### config.mk
export PLATFORM = sky130hd
export DESIGN_NAME = pwm_reload_gen
export DESIGN_NICKNAME = d
export VERILOG_FILES = /design/src/rtl/pwm_pkg.sv /design/src/rtl/pwm_rst_sync.sv /design/src/rtl/pwm_regbuf.sv /design/src/rtl/pwm_downcnt.sv /design/src/rtl/pwm_reload_gen.sv
export SDC_FILE = /design/constraint.sdc
export NUM_CORES = 1
export LEC_CHECK = 0
export CORE_MARGIN = 8
export CORE_UTILIZATION = 55
export DETAILED_ROUTE_END_ITERATION = 6
export PLACE_DENSITY = 0.77
export SKIP_CTS_REPAIR_TIMING = 1
export SYNTH_ARGS = -nofsm -noshare
export SYNTH_HDL_FRONTEND = slang
export SYNTH_SLANG_ARGS = --single-unit
### constraint.sdc
create_clock -name clk -period 2.54 [get_ports clk]
set_input_delay 0.508 -clock clk [delete_from_list [all_inputs] [get_ports clk]]
set_output_delay 0.508 -clock clk [all_outputs]
set_load 0.05 [all_outputs]
### src/rtl/pwm_pkg.sv
package pwm_pkg;
  typedef enum logic {
    SEL_PERIOD = 1'b0,
    SEL_HIGH   = 1'b1
  } wr_target_e;
endpackage

### src/rtl/pwm_rst_sync.sv
module pwm_rst_sync #(
  parameter int STAGES = 2
) (
  input  logic clk,
  input  logic rst_n_in,
  output logic rst_n_out
);
  logic [STAGES-1:0] sync_q;

  always_ff @(posedge clk or negedge rst_n_in) begin
    if (!rst_n_in) sync_q <= '0;
    else           sync_q <= {sync_q[STAGES-2:0], 1'b1};
  end

  assign rst_n_out = sync_q[STAGES-1];
endmodule

### src/rtl/pwm_regbuf.sv
module pwm_regbuf
  import pwm_pkg::*;
#(
  parameter int W = 16
) (
  input  logic         clk,
  input  logic         rst_n,
  input  logic         wr_en,
  input  wr_target_e   wr_sel,
  input  logic [W-1:0] wr_data,
  input  logic         borrow,
  output logic [W-1:0] act_per,
  output logic [W-1:0] act_high,
  output logic [W-1:0] reload_val
);
  logic [W-1:0] hold_per, hold_high;
  logic         armed_q, armed_d;
  logic [W-1:0] act_per_d, act_high_d;
  logic         take;

  // holding registers: no reset, contents undefined until written
  always_ff @(posedge clk) begin
    if (wr_en && wr_sel == SEL_PERIOD) hold_per  <= wr_data;
    if (wr_en && wr_sel == SEL_HIGH)   hold_high <= wr_data;
  end

  assign take = borrow && armed_q;

  always_comb begin
    armed_d    = armed_q;
    act_per_d  = act_per;
    act_high_d = act_high;
    if (take) begin
      act_per_d  = hold_per;
      act_high_d = hold_high;
      armed_d    = 1'b0;
    end
    if (wr_en && wr_sel == SEL_HIGH) armed_d = 1'b1;
  end

  always_ff @(posedge clk or negedge rst_n) begin
    if (!rst_n) begin
      armed_q  <= 1'b0;
      act_per  <= '1;
      act_high <= '0;
    end else begin
      armed_q  <= armed_d;
      act_per  <= act_per_d;
      act_high <= act_high_d;
    end
  end

  assign reload_val = take ? hold_per : act_per;

  // pair only changes at a borrow
  a_r5_pair_hold: assert property (@(posedge clk) disable iff (!rst_n)
    !borrow |=> ($stable(act_per) && $stable(act_high)));
  // an unarmed borrow keeps the active pair
  a_r5_unarmed_keep: assert property (@(posedge clk) disable iff (!rst_n)
    (borrow && !armed_q) |=> ($stable(act_per) && $stable(act_high)));
  // period-only write does not arm
  a_r4_period_no_arm: assert property (@(posedge clk) disable iff (!rst_n)
    (!armed_q && !borrow && !(wr_en && wr_sel == SEL_HIGH)) |=> !armed_q);
endmodule

### src/rtl/pwm_downcnt.sv
module pwm_downcnt #(
  parameter int W = 16
) (
  input  logic         clk,
  input  logic         rst_n,
  input  logic         en,
  input  logic [W-1:0] reload_val,
  output logic         borrow,
  output logic [W-1:0] cnt
);
  logic [W-1:0] cnt_d;

  assign borrow = en && (cnt == '0);

  always_comb begin
    cnt_d = cnt;
    if (en) cnt_d = borrow ? reload_val : cnt - 1'b1;
  end

  always_ff @(posedge clk or negedge rst_n) begin
    if (!rst_n) cnt <= '1;
    else        cnt <= cnt_d;
  end

  a_r2_step_down: assert property (@(posedge clk) disable iff (!rst_n)
    (en && cnt != '0) |=> (cnt == $past(cnt) - 1'b1));
  a_r2_reload: assert property (@(posedge clk) disable iff (!rst_n)
    borrow |=> (cnt == $past(reload_val)));
  a_r8_hold: assert property (@(posedge clk) disable iff (!rst_n)
    !en |=> $stable(cnt));
endmodule

### src/rtl/pwm_reload_gen.sv
module pwm_reload_gen
  import pwm_pkg::*;
#(
  parameter int W = 16
) (
  input  logic         clk,
  input  logic         rst_n,
  input  logic         en,
  input  logic         pol_inv,
  input  logic         wr_en,
  input  logic         wr_sel,
  input  logic [W-1:0] wr_data,
  output logic [W-1:0] cnt_val,
  output logic         pulse_o
);
  logic         rst_n_s;
  logic         borrow;
  logic [W-1:0] act_per, act_high, reload_val, cnt;
  logic         active_lvl;

  pwm_rst_sync #(.STAGES(2)) u_rst (
    .clk(clk), .rst_n_in(rst_n), .rst_n_out(rst_n_s)
  );

  pwm_regbuf #(.W(W)) u_buf (
    .clk(clk), .rst_n(rst_n_s), .wr_en(wr_en),
    .wr_sel(wr_target_e'(wr_sel)), .wr_data(wr_data), .borrow(borrow),
    .act_per(act_per), .act_high(act_high), .reload_val(reload_val)
  );

  pwm_downcnt #(.W(W)) u_cnt (
    .clk(clk), .rst_n(rst_n_s), .en(en), .reload_val(reload_val),
    .borrow(borrow), .cnt(cnt)
  );

  assign active_lvl = en && (cnt <= act_high);
  assign pulse_o    = active_lvl ^ pol_inv;
  assign cnt_val    = cnt;

  a_r3_low_above: assert property (@(posedge clk) disable iff (!rst_n_s)
    (en && !pol_inv && cnt > act_high) |-> !pulse_o);
  a_r6_equal_level: assert property (@(posedge clk) disable iff (!rst_n_s)
    (en && act_per == act_high && cnt <= act_per) |-> (pulse_o != pol_inv));
  a_r8_idle_level: assert property (@(posedge clk) disable iff (!rst_n_s)
    !en |-> (pulse_o == pol_inv));
endmodule

==> results.cfg, run 1 <==
[yosys]
synth-adder-area-share_pct = 5.293
synth_area_per_cell_um2 = 14.30
number_of_instances_in_the_synthesized_netlist = 281
synthesized_flop_and_latch_total = 83
combinational_family_with_the_most_area_after_synthesis = multiplexers
synth_compound_gate_area_share_pct = 9.558
async_flop_share_pct = 61.45
syn-num-nets = 320
synth_simple_gate_area_share_pct = 8.499
yosys_warnings = 0
synth_sequential_area_ratio_pct = 56.66
synth_area_um2 = 4019
synth_cell_type_count = 51
synth_flop_cell = sky130_fd_sc_hd__edfxtp_1
yosys-mux-area-fraction_pct = 15.82
synth_xor_area_share_pct = 0.2179
number_of_synthesized_flops_with_an_enable_pin = 32

[die]
die_height_um = 101.5
core_area_um2 = 7176
initial_utilization_pct = 56.01
floorplan.io_pins = 39
die_area_um2 = 10300
placementRows = 31
chipWidth_um = 101.5

[critical_path]
critical_path_class = reg2out
worst_r2r_endpoint = u_cnt.cnt[7]
worst-endpoint-required_ns = 2.03
critPathArrivalTime_ns = 2.53
regToRegStartpoint = u_cnt.cnt[0]
ff2ff_path_depth = 9
reg2reg_setup_slack_ns = 0.32
timing.critical_path.to = pulse_o
critPathCaptureType = output port
worst-path-max-fanout = 3
start_kind = flop
timing.critical_path.from = u_cnt.cnt[0]

[global_route]
grt_total_ovfl = 0
grt_pass1_wl_mm = 13.99
grt.total_usage_pct = 17.75
grt_max_degree = 33
first_global_vias = 2853
antenna_found_initial = 0

[timing]
finalSetupViolCount = 1
layout_worst_path_cycle_share_pct = 119.7
hold_vio_cnt_final = 0
slew_headroom_pct = 64.21
final.min_clock_period_ns = 3.041
maxClockFrequency_mhz = 328.8
timing.final.max_slew_violations = 0
rsz0062_at_grt = yes
tightest_pin_transition_ns = 0.5352
final_setup_skew_ns = 0.005766
postLayoutSetupSlackWorst_ns = -0.5012

[finish]
area_delta_synth_final_pct = 25.62
finalInstanceArea_um2 = 5049
sequential_cell_area_um2 = 2282
finish.net_count = 405
share_of_cells_above_drive_strength_1_pct = 39.35
multi_input_area_um2 = 1638
fillers = 505
antenna-diode-count = 0

[clock_tree]
tritoncts.num_buffers = 9
cts_buffer_depth = 2
clk_latency_worst_skew_pair_ns = 0.36
cts.reportedPaths.clkPinSlew_ns = 0.09
tritoncts = yes
htree_num_levels = 3
cts_root_buf = sky130_fd_sc_hd__clkbuf_8
numClockSinks = 83

[placement]
dp_hpwl_mm = 5.957
portBuffers = 38
gp_routability_congestion = 0.8065
post_dp_cell_area_um2 = 4830

[status]
run_status = finished, violations left
failed_checks = setup timing

[flow_run]
cap_violations = 0

[route]
detail_route.wl_per_cell_um = 18.02
routed_via_density = 5.517
ant_nets = 0
detail_route.wirelength_mm = 8.469
route.vias.total = 2593
drt_pre_antenna_iters = 4
drt-initial-drc-count = 110
drt_drc_violations_left = 0

[power_and_ir_drop]
largest_voltage_drop_on_the_vdd_net_v = 0.0004558
p_leak_nw = 2.168
power.total_w = 0.004472
power_per_cell_area_nw_per_um2 = 885.8

[hold_path]
holdCritPathClass = reg2async
==> power by group <==
group	internal, W	switching, W	leakage [nW]
logic	0.000789	0.00109	1.20
registers	0.00164	0.0000931	0.888
clock network	0.000364	0.000498	0.0795
total	0.00279	0.00168	2.17
==> metal layers <==
layer / vias to the layer above / routed length (um) / GRT usage [%]
li1: 1228 / - / -
met1: 1302 / 3738 / 21.86
met2: 52 / 4252 / 29.20
met3: 11 / 381 / 5.017
met4: 0 / 97 / 6.071
met5: - / 0 / 0
==> sequential cells by signal, indices dropped and copies added, names as in the netlist <==
register and flops:
u_buf.hold_per 16, u_rst.sync_q 2, u_buf.armed_q 1, u_buf.act_per 16
u_buf.act_high 16, u_cnt.cnt 16, u_buf.hold_high 16
==> cell usage after synthesis, types with 5 or more instances <==
cell	n	share of area [%]
sky130_fd_sc_hd__a21oi_1	13	1.6
sky130_fd_sc_hd__nor2_1	7	0.65
sky130_fd_sc_hd__o21a_1	5	0.93
sky130_fd_sc_hd__edfxtp_1	32	24
sky130_fd_sc_hd__inv_1	19	1.8
sky130_fd_sc_hd__dfstp_2	32	21
sky130_fd_sc_hd__ha_1	17	5.3
sky130_fd_sc_hd__o22a_1	6	1.3
sky130_fd_sc_hd__mux2i_1	14	3.5
sky130_fd_sc_hd__buf_6	5	1.4
sky130_fd_sc_hd__nand2_1	6	0.56
sky130_fd_sc_hd__o21ai_0	5	0.62
sky130_fd_sc_hd__mux2_4	30	11
sky130_fd_sc_hd__dfrtp_1	19	12
sky130_fd_sc_hd__nor2b_1	6	0.93
==> cell type report <==
cell class / instances / share of cell area [%]
inverters: 20 / 1.487
clock inverters: 6 / 0.9665
flip-flops and latches: 83 / 45.20
well taps: 99 / 2.454
clock buffers: 10 / 2.528
repair buffers: 84 / 14.92
multi-input cells: 168 / 32.44
==> worst max-delay path, stage by stage (launching register included) <==
cell,delay [ns]
sky130_fd_sc_hd__dfstp_2,0.54
sky130_fd_sc_hd__inv_2,0.05
sky130_fd_sc_hd__ha_4,0.25
sky130_fd_sc_hd__nand4_1,0.09
sky130_fd_sc_hd__nor4_2,0.35
sky130_fd_sc_hd__nor2b_1,0.13
sky130_fd_sc_hd__a2111oi_2,0.36
sky130_fd_sc_hd__o211ai_1,0.20
sky130_fd_sc_hd__clkbuf_16,0.21
==> placed cells by master, fill, tap and decap left out, types with 5 or more instances in the layout <==
| cell | instances |
|---|---|
| sky130_fd_sc_hd__nand2_1 | 6 |
| sky130_fd_sc_hd__nor2_1 | 7 |
| sky130_fd_sc_hd__mux2_4 | 30 |
| sky130_fd_sc_hd__dfrtp_1 | 18 |
| sky130_fd_sc_hd__mux2i_1 | 14 |
| sky130_fd_sc_hd__ha_1 | 14 |
| sky130_fd_sc_hd__o22a_1 | 6 |
| sky130_fd_sc_hd__dfstp_2 | 31 |
| sky130_fd_sc_hd__o21a_1 | 5 |
| sky130_fd_sc_hd__inv_1 | 18 |
| sky130_fd_sc_hd__o21ai_0 | 5 |
| sky130_fd_sc_hd__clkdlybuf4s50_1 | 37 |
| sky130_fd_sc_hd__edfxtp_1 | 32 |
| sky130_fd_sc_hd__nor2b_1 | 6 |
| sky130_fd_sc_hd__buf_4 | 45 |
| sky130_fd_sc_hd__a21oi_1 | 11 |
| sky130_fd_sc_hd__clkbuf_8 | 9 |
==> through the flow <==
step / hold slack (ns) / instances / worst slack [ns] / setup TNS [ns] / utilization [%]
final: 0.1805 / 470 / -0.5012 / -0.5012 / 70.36
after global routing: 0.2146 / 470 / -0.6433 / -0.6433 / 70.36
after detailed placement: 0.1766 / 452 / -0.1977 / -0.8331 / 67.31
after global placement: 0.1840 / 452 / -0.1228 / -0.4149 / 67.31
after floorplan: 0.2124 / 281 / -0.4846 / -0.4846 / -
after CTS: 0.1983 / 468 / -0.5922 / -0.5922 / 69.76
==> how the worst min path moves through the flow <==
stage | to | slack (ns)
floorplan | u_rst.sync_q[0] | 0.21
global placement | u_buf.act_high[9] | 0.18
detailed placement | u_buf.act_high[9] | 0.18
CTS | u_buf.act_high[0] | 0.20
global route | u_buf.act_high[9] | 0.21
finish | u_buf.armed_q | 0.18
==> logic make-up (layout without fill, tap and decap cells) <==
logic type                 count (synthesis)  in the layout
xor gates and xnor gates                   1              1
muxes                                     48             48
AOI/OAI and AO/OA                         54             54
other                                      1              1
adders and majority gates                 17             17
buffers and inverters                     30            120
DFF                                       83             83
and+or+nand+nor                           47             47
(Power assumes the default switching activity.)
==> run 2: changes to the inputs <==
--- a/config.mk
+++ b/config.mk
@@ -8,7 +8,8 @@
 export CORE_MARGIN = 8
 export CORE_UTILIZATION = 55
 export DETAILED_ROUTE_END_ITERATION = 6
-export PLACE_DENSITY = 0.77
+export PLACE_DENSITY_LB_ADDON = 0.15
+export RECOVER_POWER = 100
 export SKIP_CTS_REPAIR_TIMING = 1
 export SYNTH_ARGS = -nofsm -noshare
 export SYNTH_HDL_FRONTEND = slang
==> constraint.sdc (replaced) <==
create_clock -name clk -period 2.54 [get_ports clk]
set_input_delay 0.254 -clock clk [delete_from_list [all_inputs] [get_ports clk]]
set_output_delay 0.254 -clock clk [all_outputs]
set_load 0.05 [all_outputs]
==> run 2 against run 1 <==
Critical path type unchanged. Worst hold slack worse by 0.059 ns. Critical endpoint unchanged. Utilization fell by 3.6 points. The run still ends with setup timing left. Fmax up 8.1%. Count of clock-buffer cells in the layout decreased by 1. Sequential cell count stayed put.
==> results.cfg, run 2 (synthesized netlist as in run 1, its figures left out) <==
[status]
run_status = finished, violations left
failed_checks = setup timing

[power_and_ir_drop]
power_frac_comb_pct = 38.3
largest_voltage_drop_on_the_vdd_net_v = 0.0004573
clockPowerShare_pct = 20.0
intPower_w = 0.002626
p_leak_nw = 2.019
p_sw_share_pct = 38.10
power.total_w = 0.004243
net_switching_component_of_the_power_w = 0.001617
power_per_cell_area_nw_per_um2 = 886.1
power_frac_seq_pct = 41.7

[finish]
antenna-diode-count = 0
area_delta_synth_final_pct = 19.15
finish.net_count = 385
final_common_cell = sky130_fd_sc_hd__dlygate4sd3_1
fillers = 576
layout_common_cells = sky130_fd_sc_hd__dlygate4sd3_1, sky130_fd_sc_hd__edfxtp_1, sky130_fd_sc_hd__dfstp_2, sky130_fd_sc_hd__inv_1, sky130_fd_sc_hd__dfrtp_1
share_of_cells_above_drive_strength_1_pct = 29.34

[critical_path]
worst-path-max-fanout = 3
regToRegStartpoint = u_cnt.cnt[9]
timing.critical_path.from = u_cnt.cnt[0]
critPathArrivalTime_ns = 2.56
reg2reg_setup_slack_ns = 0.10
worst_r2r_endpoint = u_cnt.cnt[12]
critical_path.n_buffers_inverters = 2
ff2ff_path_depth = 7
path_cells = inv_2 -> ha_4 -> nand4_1 -> nor4_4 -> and3b_2 -> a2111oi_4 -> o211ai_1 -> clkbuf_16
cpMaxStageDelayCell = sky130_fd_sc_hd__dfstp_2
critPathTopFamily = simple AND/OR/NAND/NOR gates
cp_num_cells = 8
worst-endpoint-required_ns = 2.29
critPathCaptureType = output port
timing.critical_path.slowest_cell_delay_ns = 0.55
critical_path_class = reg2out
start_kind = flop
timing.critical_path.to = pulse_o

[timing]
maxClockFrequency_mhz = 355.6
postLayoutSetupSlackWorst_ns = -0.2721
layout_worst_path_cycle_share_pct = 110.7
slew_headroom_pct = 18.54
hold_vio_cnt_final = 0
final.hold.worst_slack_ns = 0.1211
final.min_clock_period_ns = 2.812
tightest_pin_transition_ns = 1.222
rsz0062_at_grt = yes
final_setup_skew_ns = 0.009341
timing.final.max_slew_violations = 0
finalSetupViolCount = 1

[placement]
gp_routability_congestion = 0.8115
portBuffers = 38
dp_hpwl_mm = 5.823

[die]
core_area_um2 = 7176
die_area_um2 = 10300
die_height_um = 101.5
floorplan.io_pins = 39
chipWidth_um = 101.5
initial_utilization_pct = 56.01
placementRows = 31

[route]
detail_route.wl_per_cell_um = 17.88
drt_pre_antenna_iters = 4
route.vias.total = 2438
drt_drc_violations_left = 0
ant_nets = 0
drt-initial-drc-count = 105
detail_route.wirelength_mm = 8.047
routed_via_density = 5.418

[global_route]
grt_total_ovfl = 0
grt.total_usage_pct = 17.08
antenna_found_initial = 0
first_global_vias = 2686
grt_max_degree = 50
grt_pass1_wl_mm = 13.31

[clock_tree]
cts_buffer_depth = 2
tritoncts.num_buffers = 9
tritoncts = yes
numClockSinks = 83
htree_num_levels = 3
clk_latency_worst_skew_pair_ns = 0.36
cts_root_buf = sky130_fd_sc_hd__clkbuf_8
cts.reportedPaths.clkPinSlew_ns = 0.09

[hold_path]
holdCritPathClass = in2async

[flow_run]
cap_violations = 0
[run 2: changes by cell type in the layout (fill, tap and decap cells not counted), sizes merged]
cell	delta
clkdlybuf4s50	-34
dlygate4sd3	+34
buf	-29
clkbuf	+8
clkinv	+2
inv	-1
[run 2: through the flow]
step	instance area, um2	instances	TNS, ns	setup slack [ns]	utilization (%)
floorplan	4051	281	-0.2306	-0.2306	-
global placement	4679	432	0	0.07745	65.21
detailed placement	4679	432	0	0.03567	65.21
CTS	4856	448	-0.3883	-0.3883	67.67
global route	4788	450	-0.5969	-0.3892	66.73
finish	4788	450	-0.2721	-0.2721	66.73
[run 2: layout make-up]
type / instances / area, um2 / area share (%)
clock buffer: 9 / 123.9 / 2.587
clock inverter: 7 / 52.55 / 1.097
inverter: 20 / 75.07 / 1.568
multi-input combinational: 168 / 1570 / 32.79
sequential: 83 / 2282 / 47.66
tap: 99 / 123.9 / 2.587
timing repair buffer: 64 / 560.5 / 11.71
[run 2: routing by layer]
metal / share of wire [%] / vias up / GRT usage (%)
met3: 3.2 / 10 / 4.124
met1: 45 / 1212 / 21.08
met2: 50 / 38 / 28.04
met4: 1.7 / 0 / 7.102
met5: 0 / - / 0
li1: - / 1178 / -
[run 2: worst min-delay path by stage]
stage / endpoint / slack [ns] / depth (start not counted)
5_1_grt: u_rst.sync_q[0] / 0.10 / 1
2_1_floorplan: u_rst.sync_q[0] / -0.04 / 0
4_1_cts: u_rst.sync_q[0] / 0.03 / 1
3_3_place_gp: u_buf.act_high[9] / 0.26 / 1
3_5_place_dp: u_buf.act_high[10] / 0.26 / 1
6_report: u_rst.sync_q[0] / 0.12 / 1
[run 2: power by group through the flow]
| stage | Combinational [W] | Sequential, W | Clock (W) |
|---|---|---|---|
| CTS | 0.00170 | 0.00177 | 0.000878 |
| floorplan | 0.000579 | 0.00230 | 0 |
| global route | 0.00175 | 0.00179 | 0.000928 |
| finish | 0.00163 | 0.00177 | 0.000847 |
| detailed placement | 0.00169 | 0.00180 | 0 |
| global placement | 0.00166 | 0.00178 | 0 |
==> run 3: changes to the inputs <==
--- a/config.mk
+++ b/config.mk
@@ -5,12 +5,14 @@
 export SDC_FILE = /design/constraint.sdc
 export NUM_CORES = 1
 export LEC_CHECK = 0
+export CAP_MARGIN = 0
 export CORE_MARGIN = 8
-export CORE_UTILIZATION = 55
+export CORE_UTILIZATION = 51
 export DETAILED_ROUTE_END_ITERATION = 6
 export PLACE_DENSITY_LB_ADDON = 0.15
 export RECOVER_POWER = 100
 export SKIP_CTS_REPAIR_TIMING = 1
+export SKIP_LAST_GASP = 1
 export SYNTH_ARGS = -nofsm -noshare
 export SYNTH_HDL_FRONTEND = slang
 export SYNTH_SLANG_ARGS = --single-unit
==> constraint.sdc (replaced) <==
create_clock -name clk -period 2.5 [get_ports clk]
set_input_delay 0.25 -clock clk [delete_from_list [all_inputs] [get_ports clk]]
set_output_delay 0.25 -clock clk [all_outputs]
set_load 0.05 [all_outputs]
==> run 3 against run 2 <==
The flow finishes with violations (capacitance limit, setup timing). First-iteration DRC count is 26% lower. Via count up 1.1%. Final cell count is 0.44% higher. Utilization down 2.8 points. Die area is 6.6% higher. Combinational power is 3% higher. Design area rose by 2.6%. Register-to-register slack got worse by 0.15 ns. Clock skew grew 0.0065 ns. Worst setup slack worse by 0.032 ns. Global-route usage decreased by 1.5 points. Critical path type unchanged. Critical endpoint unchanged.
==> results.cfg, run 3 (synthesized netlist as in run 1, its figures left out) <==
[die]
chipWidth_um = 104.8
core_area_um2 = 7687
floorplan.io_pins = 39
initial_utilization_pct = 52.28
die_area_um2 = 10980
die_height_um = 104.8
placementRows = 32

[global_route]
grt_pass1_wl_mm = 13.60
grt_max_degree = 33
grt_total_ovfl = 0
grt.total_usage_pct = 15.63
antenna_found_initial = 0
first_global_vias = 2660

[clock_tree]
numClockSinks = 83
cts_buffer_depth = 2
htree_num_levels = 3
tritoncts.num_buffers = 9
clk_latency_worst_skew_pair_ns = 0.35
cts.reportedPaths.clkPinSlew_ns = 0.07
cts_root_buf = sky130_fd_sc_hd__clkbuf_8
tritoncts = yes

[timing]
timing.final.max_slew_violations = 0
final.min_clock_period_ns = 2.804
finalSetupViolCount = 5
final.hold.worst_slack_ns = 0.1369
layout_worst_path_cycle_share_pct = 112.2
final_setup_skew_ns = 0.01586
maxClockFrequency_mhz = 356.6
hold_vio_cnt_final = 0
slew_headroom_pct = 0.2939
tightest_pin_transition_ns = 1.496
rsz0062_at_grt = yes
postLayoutSetupSlackWorst_ns = -0.3042

[critical_path]
path_cells = inv_2 -> ha_4 -> nand4_1 -> nor4_4 -> nor2b_2 -> a2111oi_4 -> o211ai_1 -> clkbuf_16
start_kind = flop
critical_path_class = reg2out
critical_path.n_buffers_inverters = 2
worst-path-max-fanout = 3
timing.critical_path.slowest_cell_delay_ns = 0.54
critPathArrivalTime_ns = 2.55
cpMaxStageDelayCell = sky130_fd_sc_hd__dfstp_2
critPathCaptureType = output port
critPathTopFamily = simple AND/OR/NAND/NOR gates
worst-endpoint-required_ns = 2.25

[hold_path]
holdCritPathClass = in2async

[finish]
multi_input_area_um2 = 1649
layout_common_cells = sky130_fd_sc_hd__dlygate4sd3_1, sky130_fd_sc_hd__edfxtp_1, sky130_fd_sc_hd__dfstp_2, sky130_fd_sc_hd__mux2_4, sky130_fd_sc_hd__buf_4
area_delta_synth_final_pct = 22.23
antenna-diode-count = 0
share_of_cells_above_drive_strength_1_pct = 34.00
sequential_cell_area_um2 = 2281
fillers = 620
final_common_cell = sky130_fd_sc_hd__dlygate4sd3_1
finish.net_count = 384

[route]
drt-initial-drc-count = 78
drt_drc_violations_left = 0
ant_nets = 0
routed_via_density = 5.451
detail_route.wirelength_mm = 8.181
drt_pre_antenna_iters = 4
route.vias.total = 2464
detail_route.wl_per_cell_um = 18.10

[power_and_ir_drop]
power.total_w = 0.004515
power_per_cell_area_nw_per_um2 = 919.1
p_leak_nw = 2.100
largest_voltage_drop_on_the_vdd_net_v = 0.0004702

[status]
run_status = finished, violations left
failed_checks = capacitance limit, setup timing

[flow_run]
cap_violations = 1

[placement]
pre_cts_ws_ns = -0.04713
dp_hpwl_mm = 5.668
portBuffers = 38
gp_routability_congestion = 0.8578
## run 3: routing by layer
layer / wire (um) / GRT usage (%) / up-vias
li1: - / - / 1180
met1: 3798 / 19.80 / 1225
met2: 3952 / 25.20 / 50
met3: 310 / 3.501 / 9
met4: 120 / 6.626 / 0
met5: 0 / 0 / -
## run 3: worst paths after layout
check	slack, ns	cells past startpoint	start	to
worst max register to register	-0.05	7	u_cnt.cnt[9]	u_cnt.cnt[12]
max in group asynchronous	0.17	1	u_rst.sync_q[1]	u_buf.act_high[13]
worst min-delay path	0.14	1	rst_n	u_rst.sync_q[0]
min in group clk	0.36	0	u_rst.sync_q[0]	u_rst.sync_q[1]
worst max-delay path	-0.30	8	u_cnt.cnt[0]	pulse_o
worst min register to register	0.36	0	u_rst.sync_q[0]	u_rst.sync_q[1]
## run 3: cell type report
cell class / instances / share of cell area (%)
flip-flops and latches: 83 / 46.43
clock inverters: 3 / 1.325
repair buffers: 63 / 11.51
well taps: 102 / 2.598
multi-input cells: 168 / 33.57
clock buffers: 13 / 3.031
inverters: 20 / 1.528
## run 3: through the flow
stage	setup TNS, ns	utilization [%]	area, um2	instances
after floorplan	-0.2666	-	4051	281
after global placement	0	60.82	4676	434
after detailed placement	-0.04713	60.82	4676	434
after CTS	-0.4348	63.61	4890	450
after global routing	-6.631	63.90	4912	452
final	-0.3559	63.90	4912	452
## run 3: power by group
group | internal (W) | total, W | switching, W
clock | 0.000591 | 0.00105 | 0.000456
combinational | 0.000649 | 0.00168 | 0.00103
sequential | 0.00167 | 0.00179 | 0.000122
total | 0.00291 | 0.00451 | 0.00160
